File: src/rtl/fsx_pkg.sv
package fsx_pkg;
  localparam logic [7:0] A_CFG = 8'h08;
  localparam logic [7:0] A_CTL = 8'h0C;
  localparam logic [7:0] A_CMD = 8'h10;
  localparam logic [7:0] A_ADR = 8'h14;
  localparam logic [7:0] A_WD0 = 8'h20;
  localparam logic [7:0] A_RD0 = 8'h30;

  localparam logic [2:0] PH_CMD = 3'd0;
  localparam logic [2:0] PH_ADR = 3'd1;
  localparam logic [2:0] PH_DUM = 3'd2;
  localparam logic [2:0] PH_WR  = 3'd3;
  localparam logic [2:0] PH_RD  = 3'd4;
  localparam logic [2:0] PH_END = 3'd5;

  // lines driven for a width code
  function automatic logic [3:0] lane_mask(input logic [1:0] code);
    case (code)
      2'd0:    lane_mask = 4'b0001;
      2'd1:    lane_mask = 4'b0011;
      default: lane_mask = 4'b1111;
    endcase
  endfunction

  // clocks per byte minus one
  function automatic logic [2:0] byte_clks_m1(input logic [1:0] code);
    case (code)
      2'd0:    byte_clks_m1 = 3'd7;
      2'd1:    byte_clks_m1 = 3'd3;
      default: byte_clks_m1 = 3'd1;
    endcase
  endfunction
endpackage

File: src/rtl/fsx_regs.sv
module fsx_regs
  import fsx_pkg::*;
#(
  parameter int MAXB = 16,
  parameter int SELW = 2
) (
  input  logic                 clk,
  input  logic                 rst_n,
  input  logic                 bus_wr,
  input  logic [7:0]           bus_addr,
  input  logic [31:0]          bus_wdata,
  output logic [31:0]          bus_rdata,
  input  logic                 fin,
  input  logic [8*MAXB-1:0]    rx_bytes,
  output logic [31:0]          cfg_q,
  output logic [7:0]           cmd_q,
  output logic [31:0]          adr_q,
  output logic [8*MAXB-1:0]    wbytes,
  output logic [SELW-1:0]      sel_q,
  output logic                 rel_q,
  output logic                 launch
);
  localparam int NW = MAXB / 4;

  logic [NW-1:0][31:0] wd_q;
  logic go_q, rdy_q, ie_q, launch_q;
  logic kick;

  assign kick   = bus_wr && (bus_addr == A_CTL) && bus_wdata[0] && !go_q;
  assign launch = launch_q;
  assign wbytes = wd_q;

  always_ff @(posedge clk or negedge rst_n) begin
    if (!rst_n) begin
      cfg_q    <= '0;
      cmd_q    <= '0;
      adr_q    <= '0;
      wd_q     <= '0;
      sel_q    <= '0;
      rel_q    <= 1'b1;
      go_q     <= 1'b0;
      rdy_q    <= 1'b0;
      ie_q     <= 1'b0;
      launch_q <= 1'b0;
    end else begin
      launch_q <= kick;
      if (fin) begin
        go_q  <= 1'b0;
        rdy_q <= 1'b1;
      end
      if (bus_wr) begin
        if (bus_addr == A_CFG && !go_q) cfg_q <= bus_wdata;
        if (bus_addr == A_CMD && !go_q) cmd_q <= bus_wdata[7:0];
        if (bus_addr == A_ADR && !go_q) adr_q <= bus_wdata;
        if (bus_addr == A_CTL) begin
          ie_q <= bus_wdata[25];
          if (bus_wdata[24]) rdy_q <= 1'b0;
          if (!go_q) begin
            sel_q <= bus_wdata[8 +: SELW];
            rel_q <= bus_wdata[16];
            if (bus_wdata[0]) go_q <= 1'b1;
          end
        end
        for (int w = 0; w < NW; w++)
          if (bus_addr == A_WD0 + 8'(4 * w) && !go_q) wd_q[w] <= bus_wdata;
      end
    end
  end

  logic [31:0] rd_mux;
  always_comb begin
    rd_mux = '0;
    case (bus_addr)
      A_CFG: rd_mux = cfg_q;
      A_CMD: rd_mux = {24'd0, cmd_q};
      A_ADR: rd_mux = adr_q;
      A_CTL: begin
        rd_mux[0]           = go_q;
        rd_mux[8 +: SELW]   = sel_q;
        rd_mux[16]          = rel_q;
        rd_mux[24]          = rdy_q;
        rd_mux[25]          = ie_q;
      end
      default: rd_mux = '0;
    endcase
    for (int w = 0; w < NW; w++) begin
      if (bus_addr == A_WD0 + 8'(4 * w)) rd_mux = wd_q[w];
      if (bus_addr == A_RD0 + 8'(4 * w)) rd_mux = rx_bytes[32*w +: 32];
    end
  end

  always_ff @(posedge clk or negedge rst_n) begin
    if (!rst_n) bus_rdata <= '0;
    else        bus_rdata <= rd_mux;
  end
endmodule

File: src/rtl/fsx_seq.sv
module fsx_seq
  import fsx_pkg::*;
#(
  parameter int NCS      = 4,
  parameter int MAXB     = 16,
  parameter int HALF_DIV = 2,
  parameter int SELW     = 2
) (
  input  logic              clk,
  input  logic              rst_n,
  input  logic              launch,
  input  logic [31:0]       cfg,
  input  logic [7:0]        cmd,
  input  logic [31:0]       adr,
  input  logic [8*MAXB-1:0] wbytes,
  input  logic [SELW-1:0]   sel,
  input  logic              rel,
  input  logic [3:0]        io_in,
  output logic              sck,
  output logic [NCS-1:0]    cs_n,
  output logic [3:0]        io_out,
  output logic [3:0]        io_oe,
  output logic              fin,
  output logic [8*MAXB-1:0] rx_bytes
);
  localparam int          CW      = (HALF_DIV > 1) ? $clog2(HALF_DIV) : 1;
  localparam logic [CW-1:0] DIV_END = CW'(HALF_DIV - 1);
  localparam logic [4:0]  MAXC    = 5'(MAXB);

  logic [7:0][4:0] cnt;
  logic [7:0][1:0] lc;

  always_comb begin
    cnt = '0;
    lc  = '0;
    cnt[PH_CMD] = {4'd0, cfg[10]};
    cnt[PH_ADR] = (cfg[13:11] > 3'd4) ? 5'd4 : {2'd0, cfg[13:11]};
    cnt[PH_DUM] = {2'd0, cfg[23:21]};
    cnt[PH_WR]  = (cfg[20:16] > MAXC) ? MAXC : cfg[20:16];
    cnt[PH_RD]  = (cfg[28:24] > MAXC) ? MAXC : cfg[28:24];
    lc[PH_CMD]  = cfg[1:0];
    lc[PH_ADR]  = cfg[3:2];
    lc[PH_DUM]  = cfg[7:6];
    lc[PH_WR]   = cfg[5:4];
    lc[PH_RD]   = cfg[9:8];
  end

  function automatic logic [2:0] first_from(input logic [2:0] from,
                                            input logic [7:0][4:0] c);
    logic [2:0] r;
    r = PH_END;
    for (int k = 4; k >= 0; k--)
      if (3'(k) >= from && c[k] != 5'd0) r = 3'(k);
    return r;
  endfunction

  function automatic logic [7:0] byte_sel(input logic [2:0] p, input logic [4:0] idx);
    logic [4:0]  back;
    logic [31:0] sa;
    back = cnt[PH_ADR] - idx - 5'd1;
    sa   = adr >> {back, 3'b000};
    case (p)
      PH_CMD:  byte_sel = cmd;
      PH_ADR:  byte_sel = sa[7:0];
      PH_WR:   byte_sel = wbytes[{idx, 3'b000} +: 8];
      default: byte_sel = 8'h00;
    endcase
  endfunction

  logic            busy, cs_on;
  logic [2:0]      ph;
  logic [4:0]      bidx;
  logic [2:0]      left;
  logic [7:0]      sh, rx;
  logic [CW-1:0]   div;
  logic [SELW-1:0] cs_q;
  logic [2:0]      first_ph, after_ph;
  logic [1:0]      code;
  logic [7:0]      sh_next, rx_next;

  assign first_ph = first_from(PH_CMD, cnt);
  assign after_ph = first_from(ph + 3'd1, cnt);
  assign code     = lc[ph];

  always_comb begin
    case (code)
      2'd0: begin
        sh_next = {sh[6:0], 1'b0};
        rx_next = {rx[6:0], io_in[1]};
        io_out  = {3'b000, sh[7]};
      end
      2'd1: begin
        sh_next = {sh[5:0], 2'b00};
        rx_next = {rx[5:0], io_in[1:0]};
        io_out  = {2'b00, sh[7:6]};
      end
      default: begin
        sh_next = {sh[3:0], 4'h0};
        rx_next = {rx[3:0], io_in};
        io_out  = sh[7:4];
      end
    endcase
    io_oe = (busy && (ph == PH_CMD || ph == PH_ADR || ph == PH_WR)) ? lane_mask(code) : 4'h0;
  end

  always_ff @(posedge clk or negedge rst_n) begin
    if (!rst_n) begin
      busy <= 1'b0; cs_on <= 1'b0; cs_q <= '0; ph <= PH_END;
      bidx <= '0; left <= '0; sh <= '0; rx <= '0; sck <= 1'b0;
      div <= '0; fin <= 1'b0; rx_bytes <= '0;
    end else begin
      fin <= 1'b0;
      if (!busy) begin
        if (rel) cs_on <= 1'b0;
        if (launch) begin
          sck <= 1'b0;
          div <= '0;
          if (first_ph == PH_END) begin
            fin <= 1'b1;
          end else begin
            cs_on <= 1'b1;
            cs_q  <= sel;
            busy  <= 1'b1;
            ph    <= first_ph;
            bidx  <= '0;
            sh    <= byte_sel(first_ph, 5'd0);
            left  <= byte_clks_m1(lc[first_ph]);
          end
        end
      end else if (div != DIV_END) begin
        div <= div + 1'b1;
      end else begin
        div <= '0;
        if (!sck) begin
          sck <= 1'b1;
          if (ph == PH_RD) rx <= rx_next;
        end else begin
          sck <= 1'b0;
          if (left != 3'd0) begin
            left <= left - 3'd1;
            sh   <= sh_next;
          end else begin
            if (ph == PH_RD) rx_bytes[{bidx, 3'b000} +: 8] <= rx;
            if (bidx + 5'd1 < cnt[ph]) begin
              bidx <= bidx + 5'd1;
              sh   <= byte_sel(ph, bidx + 5'd1);
              left <= byte_clks_m1(code);
            end else if (after_ph == PH_END) begin
              busy <= 1'b0;
              fin  <= 1'b1;
              ph   <= PH_END;
            end else begin
              ph   <= after_ph;
              bidx <= '0;
              sh   <= byte_sel(after_ph, 5'd0);
              left <= byte_clks_m1(lc[after_ph]);
            end
          end
        end
      end
    end
  end

  for (genvar i = 0; i < NCS; i++) begin : g_cs
    assign cs_n[i] = !(cs_on && cs_q == SELW'(i));
  end
endmodule

File: src/rtl/fsx_flash_engine.sv
module fsx_flash_engine #(
  parameter int NCS      = 4,
  parameter int MAXB     = 16,
  parameter int HALF_DIV = 2
) (
  input  logic           clk,
  input  logic           rst_n,
  input  logic           bus_wr,
  input  logic [7:0]     bus_addr,
  input  logic [31:0]    bus_wdata,
  output logic [31:0]    bus_rdata,
  output logic           sck,
  output logic [NCS-1:0] cs_n,
  output logic [3:0]     io_out,
  output logic [3:0]     io_oe,
  input  logic [3:0]     io_in
);
  localparam int SELW = (NCS > 1) ? $clog2(NCS) : 1;

  logic [31:0]       cfg_q, adr_q;
  logic [7:0]        cmd_q;
  logic [8*MAXB-1:0] wbytes, rx_bytes;
  logic [SELW-1:0]   sel_q;
  logic              rel_q, launch, fin;

  fsx_regs #(.MAXB(MAXB), .SELW(SELW)) u_regs (
    .clk(clk), .rst_n(rst_n), .bus_wr(bus_wr), .bus_addr(bus_addr),
    .bus_wdata(bus_wdata), .bus_rdata(bus_rdata), .fin(fin), .rx_bytes(rx_bytes),
    .cfg_q(cfg_q), .cmd_q(cmd_q), .adr_q(adr_q), .wbytes(wbytes),
    .sel_q(sel_q), .rel_q(rel_q), .launch(launch)
  );

  fsx_seq #(.NCS(NCS), .MAXB(MAXB), .HALF_DIV(HALF_DIV), .SELW(SELW)) u_seq (
    .clk(clk), .rst_n(rst_n), .launch(launch), .cfg(cfg_q), .cmd(cmd_q),
    .adr(adr_q), .wbytes(wbytes), .sel(sel_q), .rel(rel_q), .io_in(io_in),
    .sck(sck), .cs_n(cs_n), .io_out(io_out), .io_oe(io_oe), .fin(fin),
    .rx_bytes(rx_bytes)
  );
endmodule

File: config.mk
export PLATFORM = sky130hd
export DESIGN_NAME = fsx_flash_engine
export DESIGN_NICKNAME = d
export VERILOG_FILES = /design/src/rtl/fsx_pkg.sv /design/src/rtl/fsx_regs.sv /design/src/rtl/fsx_seq.sv /design/src/rtl/fsx_flash_engine.sv
export SDC_FILE = /design/constraint.sdc
export NUM_CORES = 1
export LEC_CHECK = 0
export BUFFER_PORTS_ARGS = -buffer_cell sky130_fd_sc_hd__buf_2
export CELL_PAD_IN_SITES_DETAIL_PLACEMENT = 1
export CELL_PAD_IN_SITES_GLOBAL_PLACEMENT = 1
export CORE_MARGIN = 1
export CORE_UTILIZATION = 29
export DETAILED_ROUTE_END_ITERATION = 8
export PLACE_DENSITY = 0.55
export SYNTH_ARGS = -nofsm -noshare
export SYNTH_HDL_FRONTEND = slang
export SYNTH_SLANG_ARGS = --single-unit
File: constraint.sdc
create_clock -name clk -period 5.6 [get_ports clk]
set_clock_uncertainty 0.05 [all_clocks]
set_input_delay 1.12 -clock clk [delete_from_list [all_inputs] [get_ports clk]]
set_output_delay 1.12 -clock clk [all_outputs]
set_load 0.02 [all_outputs]
## After elaboration in Yosys (flattened, before gate mapping)

Index checks and enable logic that the tools add are counted.

- Bits in registers: 401
- Latch bits: 0
- RAM bits: 0
- Bits in read-only memories: 0
- Output and inout bits: 45
- Memories kept: 0

- Add/subtract/negate cells: 8
- Multiply operators: 0
- Div/mod/pow operators: 0
- Magnitude comparators: 12
- Eq/ne operators: 34
- Shifts and indexed selects: 5
- Muxes and demuxes: 115
- Bitwise operators: 5
- Reduce and logical (&&, ||, !) cells: 56

Operators by type and width:

| operator | count |
|---|---|
| $mux 32 | 8 |
| $bwmux 128 | 1 |
| $shift 8x10->128 const A | 1 |
| $shiftx 128x9->8 | 1 |
| $shiftx 8x10->128 | 1 |
| $mux 3 | 25 |
| $pmux 8 s3 | 3 |
| $eq 8x6->1 const B | 8 |
| $mux 8 | 8 |
| $shr 32x8->8 | 2 |
| $mux 5 | 11 |
| $mux 1 | 36 |
| $pmux 8 s2 | 2 |
| $pmux 6 s2 | 2 |
| $pmux 7 s3 | 1 |
| $logic_and 1x1->1 | 20 |
| $reduce_bool 5->1 | 4 |
| $bmux 2 s3 | 3 |
| $pmux 3 s2 | 3 |
| $reduce_and 2->1 | 9 |
| $eq 8x4->1 const B | 2 |
| $eq 8x5->1 const B | 2 |
| $pmux 4 s2 | 2 |
| $bmux 5 s3 | 1 |
| other kinds (40) | 79 |

## Longest topological paths before layout

- Word-level depth: 19
- Gate-level depth with buffers: 16
- Gate-level depth less buffers: 14

## By module

Synthesis repeated with hierarchy kept, for this count alone.

- Cell total of the unflattened synthesis: 1993
- Area, all modules: 22454.0 um2

By module, submodules not included:

| module | times used | cells an instance | area an instance (um2) |
|---|---|---|---|
| fsx_regs | 1 | 1065 | 12041.5 |
| fsx_seq | 1 | 928 | 10412.5 |

## Worst setup path after synthesis

Ideal clock, no wire load.

- Path type: register to register
- From: register u_seq.bidx[0]
- To: register u_seq.sh[3]
- Library setup time: 0.110 ns
- Data arrival time: 3.670 ns
- Data required time: 5.440 ns
- Slack: 1.770 ns
- Cell stages (with the launch flop): 16
- Path buffers: 5
- Cell sequence: dfrtp_1 -> buf_4 -> inv_1 -> ha_1 -> buf_2 -> buf_2 -> buf_2 -> inv_1 -> clkbuf_1 -> ha_1 -> a21o_1 -> and2_1 -> mux2_2 -> o32ai_4 -> a31oi_1 -> o41ai_1

- Word-level cells in the longest chain between the ends: 10
- Elaborated cells on any way between the ends: 14
- Classes of those cells: add/sub (3); order compare (1); eq/ne (1); shift (2); mux (6); reduce/logical (1)

RTL lines:

| what | line | RTL |
|---|---|---|
| start, declared | fsx_seq.sv:72 | `logic [4:0] bidx;` |
| start signal, assigned | fsx_seq.sv:145 | `bidx <= bidx + 5'd1;` |
| $add 5x1->5 * | fsx_seq.sv:144, fsx_seq.sv:146 |  |
| $sub 5x5->5 | fsx_seq.sv:60 | `back = cnt[PH_ADR] - idx - 5'd1;` |
| $sub 5x1->5 | fsx_seq.sv:60 |  |
| $shr 32x8->8 | fsx_seq.sv:61 | `sa = adr >> {back, 3'b000};` |
| $pmux 8 s3 | fsx_seq.sv:62 | `case (p)` |
| $mux 8 | fsx_seq.sv:144 | `if (bidx + 5'd1 < cnt[ph]) begin` |
| $mux 8 | fsx_seq.sv:139 | `if (left != 3'd0) begin` |
| $mux 8 | fsx_seq.sv:134 | `if (!sck) begin` |
| $mux 8 | fsx_seq.sv:130 | `end else if (div != DIV_END) begin` |
| $mux 8 | fsx_seq.sv:113 | `if (!busy) begin` |
| end signal, assigned | fsx_seq.sv:126 | `sh <= byte_sel(first_ph, 5'd0);` |
| end signal, assigned | fsx_seq.sv:141 | `sh <= sh_next;` |
| end signal, assigned | fsx_seq.sv:146 | `sh <= byte_sel(ph, bidx + 5'd1);` |
| end, declared | fsx_seq.sv:74 | `logic [7:0] sh, rx;` |

Mark *: on every way between the ends. The rest lies on a longest branch, timed or not. The select of a mux whose other input is x is not followed.
A chain may end at the register's enable or synchronous reset.

## Final worst setup path

- From: register u_seq.bidx[1]
- To: register u_seq.sh[2]

The elaborated chain is that of the path after synthesis.

==> reports/qor.csv <==
metric;value;unit
Post-Synth Adder-Cell Area;1.49;%
post-synthesis simple-gate area fraction;11.0;%
register area share after synthesis;48.6;%
Internal Power;5170;µW
Die Y;269;µm
GRT overflow;0;
Clock Sinks;401;
final count of pins violating max slew;0;
Worst Path Arrival;4.79;ns
Port Buffers;91;
clock share of power;47.9;%
Hold-fix buffers, CTS;0;
Synth Area in XOR/XNOR;0.358;%
largest family of logic cells by synthesized area;multiplexers;
root buffer cell;clkbuf_16;
DR vias;17100;
CP required;6.00;ns
fin util;34.1;%
TritonCTS clock tree;yes;
drt initial violations;1687;
Worst path depth;8;
total wire length;91600;µm
layout filler cell count;7743;
setup TNS;0;ns
Die ar.;0.0722;mm²
CP endpoint kind;register;
Setup Slack @ Placement;1.25;ns
worst-path cell chain;inv_1 -> ha_2 -> buf_4 -> mux4_2 -> mux4_1 -> a221o_1 -> a31oi_1 -> o41ai_1;
syn nets;1946;
EDFF count, synth;0;
WL/cell;31.3;µm
mux share of post-synthesis cell area;20.2;%
fmax;228;MHz
Synth cell types;77;
Final min period;4.39;ns
VDD IR-drop max;0.000202;V
R2R Path End;u_seq.sh[2];
CTS buffer count;47;
post-synth top area share;48.3;%
number of global-route vias before repair;17700;
first-pass GRT wire length;133000;µm
Final Hold Vio Count;0;
largest net degree at the start of global routing;106;
Placed Instance Area;0.0223;mm²
Nets;2016;
finished layout cell area;0.0239;mm²
Switching Fraction;25.3;%
WS Path Type;reg -> reg;
clk_lat worst skew;0.60;ns
compound-cell area share of the yosys netlist;15.2;%
Synth Cell Area;0.0206;mm²
Hold/Removal Path Class;reg -> reg;
top_reg_cell synth;dfrtp_1;
post-synthesis register bit count;401;
initial core utilization;29.4;%
Syn Area/Cell;11.0;µm²
FF-to-FF setup slack;1.21;ns
Final Cycle Share;78.4;%
gp weighted congestion;0.922;
share of layout cells above drive strength 1;27.4;%
core area;0.0703;mm²
largest cells by area after synthesis;dfrtp_1 (48%), mux2_2 (13%), mux4_2 (5.7%), nand2_1 (4.5%), o21ai_0 (4.1%);
cell taking the most area after synthesis;dfrtp_1;
RSZ-0062 raised after global routing;false;
delay-heaviest family, CP;multiplexers;
Pleak;0.0108;µW
post-cts repair resize count;0;
initial antenna violation count;3;
CP max FO;27;
Critical Path End;u_seq.sh[2];
htree depth;2;
CP max-delay cell;ha_2;
max-cap viol count;0;
CP peak stage delay;0.96;ns
status;finished clean;
power density over the cells;289;mW/mm²
Vias/cell;5.86;
DRC violations left;0;
Gate Count Post-Synth;1875;
logic gate share of total power;7.2;%
Worst Tran Pin Value;1.13;ns
reg2reg path depth;8;
row count;97;
Critical path origin;u_seq.bidx[1];
Yosys Warn Count;0;
Reg-to-Reg Start;u_seq.bidx[1];
clock buffer depth;3;
Async SR Flop Fraction;100;%
sequential power share;45.0;%
GRT Total Usage;25.8;%
Setup Fix Bufs, Post-CTS;0;
Post-DRT Antenna Nets;0;
P_sw;1750;µW
slew margin rel.;24.0;%
Final WS setup;1.21;ns
die span in x;269;µm
crit path buf inv count;2;
DR pass1 iterations;6;
dpl hpwl;67500;µm
Area Growth Syn to Fin;16.0;%
# setup viols final;0;
top-level I/O count;92;
startpoint type of the worst setup path;register;
Clk pin slew, worst setup/hold paths;0.06;ns
==> through the flow <==
stage	total power [µW]	hold WS [ns]	instances
finish	6920	0.422	2923
global route	7140	0.446	2922
CTS	6990	0.432	2922
detailed placement	3650	0.417	2836
global placement	3640	0.412	2836
floorplan	3350	0.390	1875
==> worst min path at each step <==
stage                  startpoint                 end  slack (ns)  cells past startpoint
2_1_floorplan       u_seq.left[0]       u_seq.left[0]        0.39                      1
3_3_place_gp   u_seq.rx_bytes[45]  u_seq.rx_bytes[45]        0.41                      2
3_5_place_dp        u_seq.left[0]       u_seq.left[0]        0.42                      1
4_1_cts             u_seq.left[0]       u_seq.left[0]        0.43                      1
5_1_grt             u_seq.left[0]       u_seq.left[0]        0.45                      1
6_report            u_seq.left[0]       u_seq.left[0]        0.42                      1
==> final cells by class <==
cell class / count / area, µm² / area share, %
flip-flops and latches: 401 / 10000 / 41.9
multi-input cells: 1321 / 10000 / 41.9
inverters: 23 / 86.3 / 0.361
well taps: 940 / 1180 / 4.91
clock inverters: 17 / 278 / 1.16
repair buffers: 151 / 953 / 3.98
clock buffers: 69 / 1360 / 5.68
diodes: 1 / 2.50 / 0.0105
==> synth_stat cells (all sizes together), types with 13 or more instances <==
| master | instances |
|---|---|
| dfrtp | 398 |
| nand2 | 247 |
| mux2 | 235 |
| o21ai | 174 |
| nor2 | 94 |
| clkbuf | 71 |
| buf | 59 |
| mux4 | 55 |
| a21oi | 46 |
| a31oi | 43 |
| a22oi | 40 |
| o22ai | 36 |
| nand3 | 35 |
| mux2i | 28 |
| a222oi | 23 |
| ha | 23 |
| inv | 23 |
| nand4 | 22 |
| a221o | 21 |
| a221oi | 19 |
| nor3 | 19 |
| and2 | 18 |
| o31ai | 14 |
| nor2b | 13 |
==> sequential cells by signal (all words and copies together), names as in the netlist, 5 cells and up <==
register and flops:
u_regs.cfg_q 32, u_regs.bus_rdata 32, u_seq.bidx 5, u_seq.rx_bytes 128, u_regs.cmd_q 8, u_regs.adr_q 32
u_seq.sh 8, u_seq.rx 8, u_regs.wbytes 128
==> worst reg2reg max path, cell delays in order, from the launching register on <==
cell and delay (ns):
dfrtp_1 0.53, inv_1 0.12, ha_2 0.96, buf_4 0.50, mux4_2 0.57, mux4_1 0.59
a221o_1 0.37, a31oi_1 0.41, o41ai_1 0.15
==> layout by cell type, fill, tap and decap left out, drive strengths merged, types with 21 or more instances in the layout <==
master	instances
nor2	94
mux4	55
nand3	35
mux2	235
mux2i	28
o22ai	36
o21ai	174
a21oi	46
a31oi	43
nand2	247
clkbuf	69
a22oi	40
ha	23
a221o	21
dfrtp	398
a222oi	23
buf	151
nand4	22
inv	24
==> power by group through the flow <==
stage	logic [µW]	registers [µW]	clock network, µW
global route	538	3110	3490
finish	495	3110	3310
detailed placement	497	3160	0
global placement	485	3160	0
floorplan	266	3080	0
CTS	499	3110	3380
==> cell families after synthesis <==
| family | after synthesis |
|---|---|
| AND/OR/NAND/NOR | 498 |
| AO/OA/AOI/OAI | 476 |
| flip-flops | 401 |
| multiplexers | 318 |
| buffers and inverters | 153 |
| adder cells (fa/ha/maj) | 24 |
| XOR/XNOR | 5 |
==> per-layer routing <==
layer	wire length, µm	track usage [%]
met4	3620	10.0
met1	40200	35.4
met3	4970	3.41
met2	42800	41.1
met5	26	0
No activity file was read; power rests on OpenSTA's default activity.
